[src/rtl/cst_pkg.sv]
package cst_pkg;
  typedef enum logic [1:0] {
    PH_SELECT  = 2'd0,
    PH_ISOLATE = 2'd1,
    PH_APPLY   = 2'd2,
    PH_RESTORE = 2'd3
  } phase_t;
endpackage

[src/rtl/cst_rr_pick.sv]
// Rotating search for the first eligible core after the last one served.
module cst_rr_pick #(
  parameter int NUM_CORES = 4,
  parameter int IDX_W     = 2
) (
  input  logic [IDX_W-1:0]     last_idx,
  input  logic [NUM_CORES-1:0] eligible,
  output logic                 found,
  output logic [IDX_W-1:0]     pick_idx
);
  logic [IDX_W:0] cand;

  always_comb begin
    found    = 1'b0;
    pick_idx = last_idx;
    cand     = '0;
    for (int k = 1; k <= NUM_CORES; k++) begin
      cand = (IDX_W+1)'(last_idx) + (IDX_W+1)'(k);
      if (cand >= (IDX_W+1)'(NUM_CORES)) cand = cand - (IDX_W+1)'(NUM_CORES);
      if (!found && eligible[cand[IDX_W-1:0]]) begin
        found    = 1'b1;
        pick_idx = cand[IDX_W-1:0];
      end
    end
  end
endmodule

[src/rtl/cst_stage_buf.sv]
// Staging buffer between the pattern memory and the scan port.
module cst_stage_buf #(
  parameter int WIDTH = 32,
  parameter int DEPTH = 8,
  localparam int PW   = (DEPTH > 1) ? $clog2(DEPTH) : 1,
  localparam int CW   = $clog2(DEPTH + 1)
) (
  input  logic             clk,
  input  logic             rst_n,
  input  logic             push,
  input  logic [WIDTH-1:0] wdata,
  input  logic             pop,
  output logic [WIDTH-1:0] rdata,
  output logic             empty,
  output logic [CW-1:0]    count
);
  logic [WIDTH-1:0] slots [DEPTH];
  logic [PW-1:0]    wr_q, wr_d, rd_q, rd_d;
  logic [CW-1:0]    cnt_q, cnt_d;
  logic             do_push, do_pop;

  assign empty   = (cnt_q == '0);
  assign count   = cnt_q;
  assign rdata   = slots[rd_q];
  assign do_push = push && (cnt_q != CW'(DEPTH));
  assign do_pop  = pop && !empty;

  always_comb begin
    wr_d  = wr_q;
    rd_d  = rd_q;
    cnt_d = cnt_q;
    if (do_push) wr_d = (wr_q == PW'(DEPTH-1)) ? '0 : wr_q + 1'b1;
    if (do_pop)  rd_d = (rd_q == PW'(DEPTH-1)) ? '0 : rd_q + 1'b1;
    if (do_push && !do_pop) cnt_d = cnt_q + 1'b1;
    else if (do_pop && !do_push) cnt_d = cnt_q - 1'b1;
  end

  always_ff @(posedge clk or negedge rst_n) begin
    if (!rst_n) begin
      wr_q  <= '0;
      rd_q  <= '0;
      cnt_q <= '0;
    end else begin
      wr_q  <= wr_d;
      rd_q  <= rd_d;
      cnt_q <= cnt_d;
    end
  end

  always_ff @(posedge clk) begin
    if (do_push) slots[wr_q] <= wdata;
  end

  p_no_push_full_r7: assert property (@(posedge clk) disable iff (!rst_n)
    push |-> (cnt_q != CW'(DEPTH)));
  p_no_pop_empty_r8: assert property (@(posedge clk) disable iff (!rst_n)
    pop |-> !empty);
endmodule

[src/rtl/cst_fetch.sv]
// Issues single-outstanding reads that refill the buffer below half depth.
module cst_fetch #(
  parameter int PAT_COUNT = 12,
  parameter int BUF_DEPTH = 8,
  parameter int ADDR_W    = 8,
  localparam int CW       = $clog2(BUF_DEPTH + 1),
  localparam int BEAT_W   = $clog2(PAT_COUNT + 1),
  localparam int HALF     = BUF_DEPTH / 2
) (
  input  logic              clk,
  input  logic              rst_n,
  input  logic              clear,
  input  logic              active,
  input  logic [CW-1:0]     occupancy,
  input  logic              rvalid,
  output logic              req,
  output logic [ADDR_W-1:0] addr
);
  logic [BEAT_W-1:0] issued_q, issued_d;
  logic              pend_q, pend_d;

  assign req  = active && !pend_q && (issued_q < BEAT_W'(PAT_COUNT)) &&
                (occupancy < CW'(HALF));
  assign addr = ADDR_W'(issued_q);

  always_comb begin
    issued_d = issued_q;
    pend_d   = pend_q;
    if (clear) begin
      issued_d = '0;
    end else if (req) begin
      issued_d = issued_q + 1'b1;
    end
    if (req) pend_d = 1'b1;
    else if (rvalid) pend_d = 1'b0;
  end

  always_ff @(posedge clk or negedge rst_n) begin
    if (!rst_n) begin
      issued_q <= '0;
      pend_q   <= 1'b0;
    end else begin
      issued_q <= issued_d;
      pend_q   <= pend_d;
    end
  end

  p_req_spaced_r7: assert property (@(posedge clk) disable iff (!rst_n)
    req |=> !req);
  p_rsp_expected_r7: assert property (@(posedge clk) disable iff (!rst_n)
    rvalid |-> pend_q);
endmodule

[src/rtl/core_selftest_sched.sv]
module core_selftest_sched
  import cst_pkg::*;
#(
  parameter int NUM_CORES   = 4,
  parameter int DATA_W      = 16,
  parameter int BUF_DEPTH   = 8,
  parameter int PAT_COUNT   = 12,
  parameter int ACK_TIMEOUT = 16,
  parameter int ADDR_W      = 8,
  localparam int IDX_W      = (NUM_CORES > 1) ? $clog2(NUM_CORES) : 1,
  localparam int WORD_W     = 2 * DATA_W
) (
  input  logic                 clk,
  input  logic                 rst_n,
  input  logic                 run_en,
  input  logic [NUM_CORES-1:0] core_busy,
  output logic [NUM_CORES-1:0] iso_req,
  input  logic [NUM_CORES-1:0] iso_ack,
  output logic                 mem_req,
  output logic [ADDR_W-1:0]    mem_addr,
  input  logic                 mem_rvalid,
  input  logic [WORD_W-1:0]    mem_rdata,
  output logic                 scan_valid,
  output logic [IDX_W-1:0]     scan_core,
  output logic [DATA_W-1:0]    scan_stim,
  input  logic [DATA_W-1:0]    scan_rsp,
  output logic [NUM_CORES-1:0] fail_flags
);
  localparam int CW     = $clog2(BUF_DEPTH + 1);
  localparam int TMR_W  = $clog2(ACK_TIMEOUT + 1);
  localparam int BEAT_W = $clog2(PAT_COUNT + 1);
  localparam int HALF   = BUF_DEPTH / 2;

  phase_t               phase_q, phase_d;
  logic [IDX_W-1:0]     cur_q, cur_d;
  logic [TMR_W-1:0]     timer_q, timer_d;
  logic [BEAT_W-1:0]    applied_q, applied_d;
  logic [NUM_CORES-1:0] iso_q, iso_d, fail_q, fail_d;

  logic                 pick_found;
  logic [IDX_W-1:0]     pick_idx;
  logic                 buf_pop, buf_empty;
  logic [WORD_W-1:0]    buf_word;
  logic [CW-1:0]        buf_count;
  logic                 mismatch;

  cst_rr_pick #(.NUM_CORES(NUM_CORES), .IDX_W(IDX_W)) u_pick (
    .last_idx (cur_q),
    .eligible (~core_busy & ~fail_q),
    .found    (pick_found),
    .pick_idx (pick_idx)
  );

  cst_stage_buf #(.WIDTH(WORD_W), .DEPTH(BUF_DEPTH)) u_buf (
    .clk   (clk),
    .rst_n (rst_n),
    .push  (mem_rvalid),
    .wdata (mem_rdata),
    .pop   (buf_pop),
    .rdata (buf_word),
    .empty (buf_empty),
    .count (buf_count)
  );

  cst_fetch #(.PAT_COUNT(PAT_COUNT), .BUF_DEPTH(BUF_DEPTH), .ADDR_W(ADDR_W)) u_fetch (
    .clk       (clk),
    .rst_n     (rst_n),
    .clear     (phase_q == PH_SELECT),
    .active    (phase_q == PH_APPLY),
    .occupancy (buf_count),
    .rvalid    (mem_rvalid),
    .req       (mem_req),
    .addr      (mem_addr)
  );

  assign scan_stim = buf_word[WORD_W-1:DATA_W];
  assign mismatch  = (scan_rsp != buf_word[DATA_W-1:0]);

  // Phase sequencing: select, isolate, apply, restore.
  always_comb begin
    phase_d   = phase_q;
    cur_d     = cur_q;
    timer_d   = timer_q;
    applied_d = applied_q;
    iso_d     = iso_q;
    fail_d    = fail_q;
    buf_pop   = 1'b0;
    case (phase_q)
      PH_SELECT: begin
        if (run_en && pick_found) begin
          cur_d     = pick_idx;
          iso_d     = iso_q | (NUM_CORES'(1) << pick_idx);
          timer_d   = '0;
          applied_d = '0;
          phase_d   = PH_ISOLATE;
        end
      end
      PH_ISOLATE: begin
        if (iso_ack[cur_q]) begin
          phase_d = PH_APPLY;
        end else if (timer_q == TMR_W'(ACK_TIMEOUT - 1)) begin
          iso_d[cur_q] = 1'b0;
          phase_d      = PH_SELECT;
        end else begin
          timer_d = timer_q + 1'b1;
        end
      end
      PH_APPLY: begin
        if (!buf_empty) begin
          buf_pop   = 1'b1;
          applied_d = applied_q + 1'b1;
          if (mismatch) fail_d[cur_q] = 1'b1;
          if (applied_q == BEAT_W'(PAT_COUNT - 1)) phase_d = PH_RESTORE;
        end
      end
      PH_RESTORE: begin
        if (!fail_q[cur_q]) iso_d[cur_q] = 1'b0;
        phase_d = PH_SELECT;
      end
      default: phase_d = PH_SELECT;
    endcase
  end

  always_ff @(posedge clk or negedge rst_n) begin
    if (!rst_n) begin
      phase_q   <= PH_SELECT;
      cur_q     <= IDX_W'(NUM_CORES - 1);
      timer_q   <= '0;
      applied_q <= '0;
      iso_q     <= '0;
      fail_q    <= '0;
    end else begin
      phase_q   <= phase_d;
      cur_q     <= cur_d;
      timer_q   <= timer_d;
      applied_q <= applied_d;
      iso_q     <= iso_d;
      fail_q    <= fail_d;
    end
  end

  assign iso_req    = iso_q;
  assign fail_flags = fail_q;
  assign scan_valid = buf_pop;
  assign scan_core  = cur_q;

  p_single_iso_r4: assert property (@(posedge clk) disable iff (!rst_n)
    $onehot0(iso_q & ~fail_q));
  p_scan_acked_r5: assert property (@(posedge clk) disable iff (!rst_n)
    scan_valid |-> (iso_req[cur_q] && iso_ack[cur_q]));
  p_fetch_acked_r5: assert property (@(posedge clk) disable iff (!rst_n)
    mem_req |-> (iso_req[cur_q] && iso_ack[cur_q]));
  p_wait_bounded_r6: assert property (@(posedge clk) disable iff (!rst_n)
    (phase_q == PH_ISOLATE) |-> (timer_q < TMR_W'(ACK_TIMEOUT)));
  p_buf_half_r7: assert property (@(posedge clk) disable iff (!rst_n)
    buf_count <= CW'(HALF));

  for (genvar g = 0; g < NUM_CORES; g++) begin : g_core_chk
    p_fail_sticky_r9: assert property (@(posedge clk) disable iff (!rst_n)
      fail_q[g] |=> fail_q[g]);
    p_failed_held_r10: assert property (@(posedge clk) disable iff (!rst_n)
      fail_q[g] |-> iso_q[g]);
  end
endmodule

[config.mk]
export PLATFORM = sky130hd
export DESIGN_NAME = core_selftest_sched
export DESIGN_NICKNAME = d
export VERILOG_FILES = /design/src/rtl/cst_pkg.sv /design/src/rtl/cst_rr_pick.sv /design/src/rtl/cst_stage_buf.sv /design/src/rtl/cst_fetch.sv /design/src/rtl/core_selftest_sched.sv
export SDC_FILE = /design/constraint.sdc
export NUM_CORES = 1
export LEC_CHECK = 0
export ABC_AREA = 0
export BUFFER_PORTS_ARGS = -buffer_cell sky130_fd_sc_hd__buf_2
export CAP_MARGIN = 40
export CORE_ASPECT_RATIO = 0.5
export CORE_MARGIN = 5
export CORE_UTILIZATION = 30
export CTS_CLUSTER_DIAMETER = 60
export DETAILED_ROUTE_END_ITERATION = 10
export MAX_ROUTING_LAYER = met4
export PLACE_DENSITY_LB_ADDON = 0.3
export REMOVE_ABC_BUFFERS = 1
export SLEW_MARGIN = 20
export SYNTH_ARGS = -nofsm -noshare
export SYNTH_HDL_FRONTEND = slang
export SYNTH_HIERARCHICAL = 1
export SYNTH_SLANG_ARGS = --single-unit
[constraint.sdc]
create_clock -name clk -period 9.63 [get_ports clk]
set_clock_uncertainty 0.05 [all_clocks]
set_input_delay 0.4815 -clock clk [delete_from_list [all_inputs] [get_ports clk]]
set_output_delay 0.4815 -clock clk [all_outputs]
set_load 0.1 [all_outputs]
==> results.rst <==
.. list-table::
   :header-rows: 1

   * - Metric
     - Value
   * - Status
     - complete, no violations
   * - Mapped Avg Cell Area
     - 19.5 um2
   * - Clk sinks
     - 292
   * - Count of unresolved DRC violations after routing
     - 0
   * - Initial antenna violation count
     - 2
   * - Kind of critical path
     - reg -> out
   * - Post-Syn Instances
     - 608
   * - Register-to-register setup slack
     - 6220 ps
   * - Synth warnings
     - 6
   * - Clock Latency Late Sink
     - 570 ps
   * - Global-route usage over all layers
     - 11.3%
   * - CTS Buffer Depth
     - 3
   * - Kind of start point of the critical path
     - flip-flop
   * - Final count of hold timing violations
     - 0
   * - Die footprint
     - 43,900 um2
   * - Std-Cell Rows
     - 51
   * - R2R depth
     - 9
   * - Area after detailed placement
     - 13,000 um2
   * - Detailed-routed wire length on met3
     - 802 um
   * - Root Buffer Master
     - sky130_fd_sc_hd__clkbuf_16
   * - Count of unique library cells instantiated by Yosys
     - 51
   * - Total power divided by cell area
     - 314 nW/um2
   * - Wire length on met2
     - 12,800 um
   * - Post-CTS setup buffer count
     - 0
   * - Wire length of the first global-routing pass
     - 37,300 um
   * - Commonest register cell after synthesis
     - sky130_fd_sc_hd__edfxtp_1
   * - Estimated wirelength of the detail-placed design
     - 13,700 um
   * - Largest net degree at the start of global routing
     - 44
   * - Arrival time of the worst setup path
     - 3250 ps
   * - Routed len/inst
     - 19.2 um
   * - Via/cell ratio
     - 4.61
   * - Remaining antenna violation count after routing
     - 0
   * - Critical Path RT
     - 9100 ps
   * - Util after Layout
     - 35.9%
   * - Worst reg2reg path startpoint
     - u_buf/rd_q[0]
   * - Total area of sequential cells
     - 8600 um2
   * - Worst vdd rail ir drop
     - 167 uV
   * - Post-synthesis to final-layout area growth
     - 17.9%
   * - Worst setup startpoint
     - u_buf/rd_q[0]
   * - Remaining Overflow, GRT
     - 0
   * - DRT Pass-1 Iters
     - 4
   * - Number of H-tree levels
     - 1
   * - Initial Utilization
     - 30.5%
   * - Internal cell power
     - 2.81 mW
   * - TritonCTS Buffers
     - 29
   * - Total negative slack
     - 0 ps
   * - Final instance area
     - 14,000 um2
   * - Die span in x
     - 291 um
   * - Core area
     - 39,000 um2
   * - Total I/O pin count
     - 96
   * - Crit Path Max Fanout
     - 27
   * - Wire length after detailed routing
     - 24,500 um
   * - #FFs+latches synth
     - 292
   * - Total power
     - 4.40 mW
   * - Via count of the first global-routing pass
     - 6,219
   * - Tightest slew margin relative to the limit
     - 46.5%
   * - Worst flop-to-flop path endpoint
     - fail_flags[0]
   * - DRC violation total after the first TritonRoute iteration
     - 282
   * - Die extent in y
     - 151 um
   * - Top routing layer used
     - met4
   * - FFs w/ async S/R, synth
     - 12.3%
   * - Endpoint of the worst setup timing path
     - scan_stim[2]
   * - EDFF count, synth
     - 256
   * - Worst Hold Margin
     - 125 ps
   * - Detailed-routing wirelength on met1
     - 10,500 um
   * - Nature of the critical path endpoint
     - output pin
   * - Final-report max-slew violation count
     - 0
   * - LEAKAGE
     - 4.64 nW
   * - Multi-input gate area
     - 3130 um2
   * - Port Buffer Count
     - 91
   * - Net switching share of the total power
     - 36.2%
   * - Share of the clock period used by the worst path after layout
     - 39.2%
   * - Worst-path clk slew
     - 60 ps
   * - FMAX
     - 0.265 GHz
   * - Ratio of cells with drive above 1 in the final layout
     - 36.4%
   * - Final nets
     - 794
   * - Vias
     - 5,885
   * - Routability congestion estimate
     - 0.727
   * - Finish-stage setup viols
     - 0
   * - Combinational power share
     - 35.6%
   * - Max-cap check violation count
     - 0
   * - Share of power burned in registers
     - 38.9%
   * - Clock tree from TritonCTS
     - built
   * - Share of synthesized area occupied by flip-flops and latches
     - 72.3%
   * - Count of fill cells added during filler insertion
     - 3,641
   * - RSZ-0062 raised after global routing
     - no
   * - Switch Pwr
     - 1.59 mW
   * - Measured slew at the worst slew-check pin
     - 800 ps
   * - Hold/Removal Path Class
     - in -> reg
   * - Post-layout minimum cycle time
     - 3780 ps
   * - Share of total power in the clock network
     - 25.5%
   * - Post-synthesis instance area
     - 11,900 um2
cell families after synthesis:
logic type	after synthesis	synth area share [%]
AOI/OAI and AO/OA	49	2.79
DFF	292	72.3
xor gates and xnor gates	21	1.55
adders and majority gates	12	1.33
and+or+nand+nor	84	3.80
buffers and inverters	42	1.85
muxes	107	16.4
other	1	0.0316
worst min path at each step:
stage,slack [ps],to,start,cells past startpoint
finish,120,u_buf/slots[7][21],mem_rdata[21],1
global placement,420,u_fetch/pend_q,u_fetch/pend_q,1
detailed placement,430,u_fetch/pend_q,u_fetch/pend_q,1
floorplan,140,async pin,rst_n,0
CTS,90,u_buf/slots[5][1],mem_rdata[1],1
global route,110,u_buf/slots[3][1],mem_rdata[1],1
placed cells by master, fill, tap and decap left out, types with 4 or more instances in the layout:
cell	instances
sky130_fd_sc_hd__edfxtp_1	256
sky130_fd_sc_hd__buf_2	91
sky130_fd_sc_hd__mux4_2	66
sky130_fd_sc_hd__mux2_2	38
sky130_fd_sc_hd__dfrtp_1	32
sky130_fd_sc_hd__clkbuf_16	29
sky130_fd_sc_hd__xnor2_1	19
sky130_fd_sc_hd__o21ai_0	16
sky130_fd_sc_hd__nor2_1	15
sky130_fd_sc_hd__inv_1	14
sky130_fd_sc_hd__nand2_1	12
sky130_fd_sc_hd__buf_4	12
sky130_fd_sc_hd__ha_1	11
sky130_fd_sc_hd__nand2b_1	10
sky130_fd_sc_hd__a21oi_1	9
sky130_fd_sc_hd__nand3_1	9
sky130_fd_sc_hd__clkbuf_1	6
sky130_fd_sc_hd__nand4_1	5
sky130_fd_sc_hd__o21bai_1	5
sky130_fd_sc_hd__or3_1	5
sky130_fd_sc_hd__clkinv_2	5
sky130_fd_sc_hd__o31ai_1	4
sky130_fd_sc_hd__nor3_1	4
sky130_fd_sc_hd__clkinv_1	4
sky130_fd_sc_hd__nor3_2	4
sky130_fd_sc_hd__nor2b_1	4
sky130_fd_sc_hd__conb_1	4
worst max-delay path, stage by stage (launching register included):
cell                      delay, ps
sky130_fd_sc_hd__dfrtp_4        670
sky130_fd_sc_hd__buf_4          560
sky130_fd_sc_hd__buf_12         300
sky130_fd_sc_hd__mux4_2         530
sky130_fd_sc_hd__mux2_2         290
sky130_fd_sc_hd__buf_2          290
flip-flops by register name, summed over array words and instances (netlist names), named ones only:
| register | flops |
|---|---|
| phase_q | 1 |
| u_buf/rd_q | 3 |
| u_buf/slots | 256 |
| iso_req | 4 |
| u_buf/wr_q | 3 |
| u_fetch/pend_q | 1 |
| fail_flags | 4 |
| u_buf/count | 4 |
| applied_q | 4 |
| u_fetch/issued_q | 4 |
| scan_core | 2 |
| timer_q | 5 |
power groups by stage:
stage / Sequential [mW] / Clock, mW / Combinational, mW
global placement: 1.73 / 0 / 1.56
detailed placement: 1.74 / 0 / 1.59
CTS: 1.71 / 1.16 / 1.59
global route: 1.74 / 1.21 / 1.66
floorplan: 1.84 / 0 / 1.15
finish: 1.71 / 1.12 / 1.56
metrics by stage:
| step | cells | setup slack, ps |
|---|---|---|
| 2_1_floorplan | 583 | 4020 |
| 5_1_grt | 1276 | 5630 |
| 4_1_cts | 1272 | 5720 |
| 3_5_place_dp | 1218 | 5770 |
| 3_3_place_gp | 1216 | 5750 |
| 6_report | 1276 | 5850 |
synthesized netlist by cell type, drive strengths merged, types with 3 or more instances:
cell	count	area, um2
o31ai	4	30.0
nand2	12	45.0
edfxtp	256	7690
inv	14	52.6
buf	16	123
clkbuf	12	45.0
o21bai	5	37.5
nand3	9	45.0
mux2	38	428
nor2b	4	25.0
o21ai	17	88.8
xnor2	19	166
nand2b	10	62.6
mux2i	3	30.0
mux4	66	1490
ha	11	138
nand3b	3	22.5
nand4	5	31.3
nor3	8	40.0
nor2	18	67.6
a21oi	10	61.3
dfrtp	34	851
o211ai	3	22.5
or3	5	31.3
area by class of cell:
cell class	instances	area share, %
inverter	14	0.375
timing repair buffer	108	4.48
clock inverter	18	1.35
clock buffer	35	5.34
antenna	2	0.0357
sequential	292	61.3
tap	530	4.73
multi-input combinational	277	22.4
routing by layer:
layer	vias up	track usage, %
li1	2676	-
met1	3106	13.7
met2	74	19.8
met3	29	2.27
met4	0	2.67
met5	-	-
timing repair:
item,in CTS,in global routing
gates resized for setup,0,0
endpoints found under the hold margin,34,0
hold buffers,1,0
No activity file was read; power rests on OpenSTA's default activity.
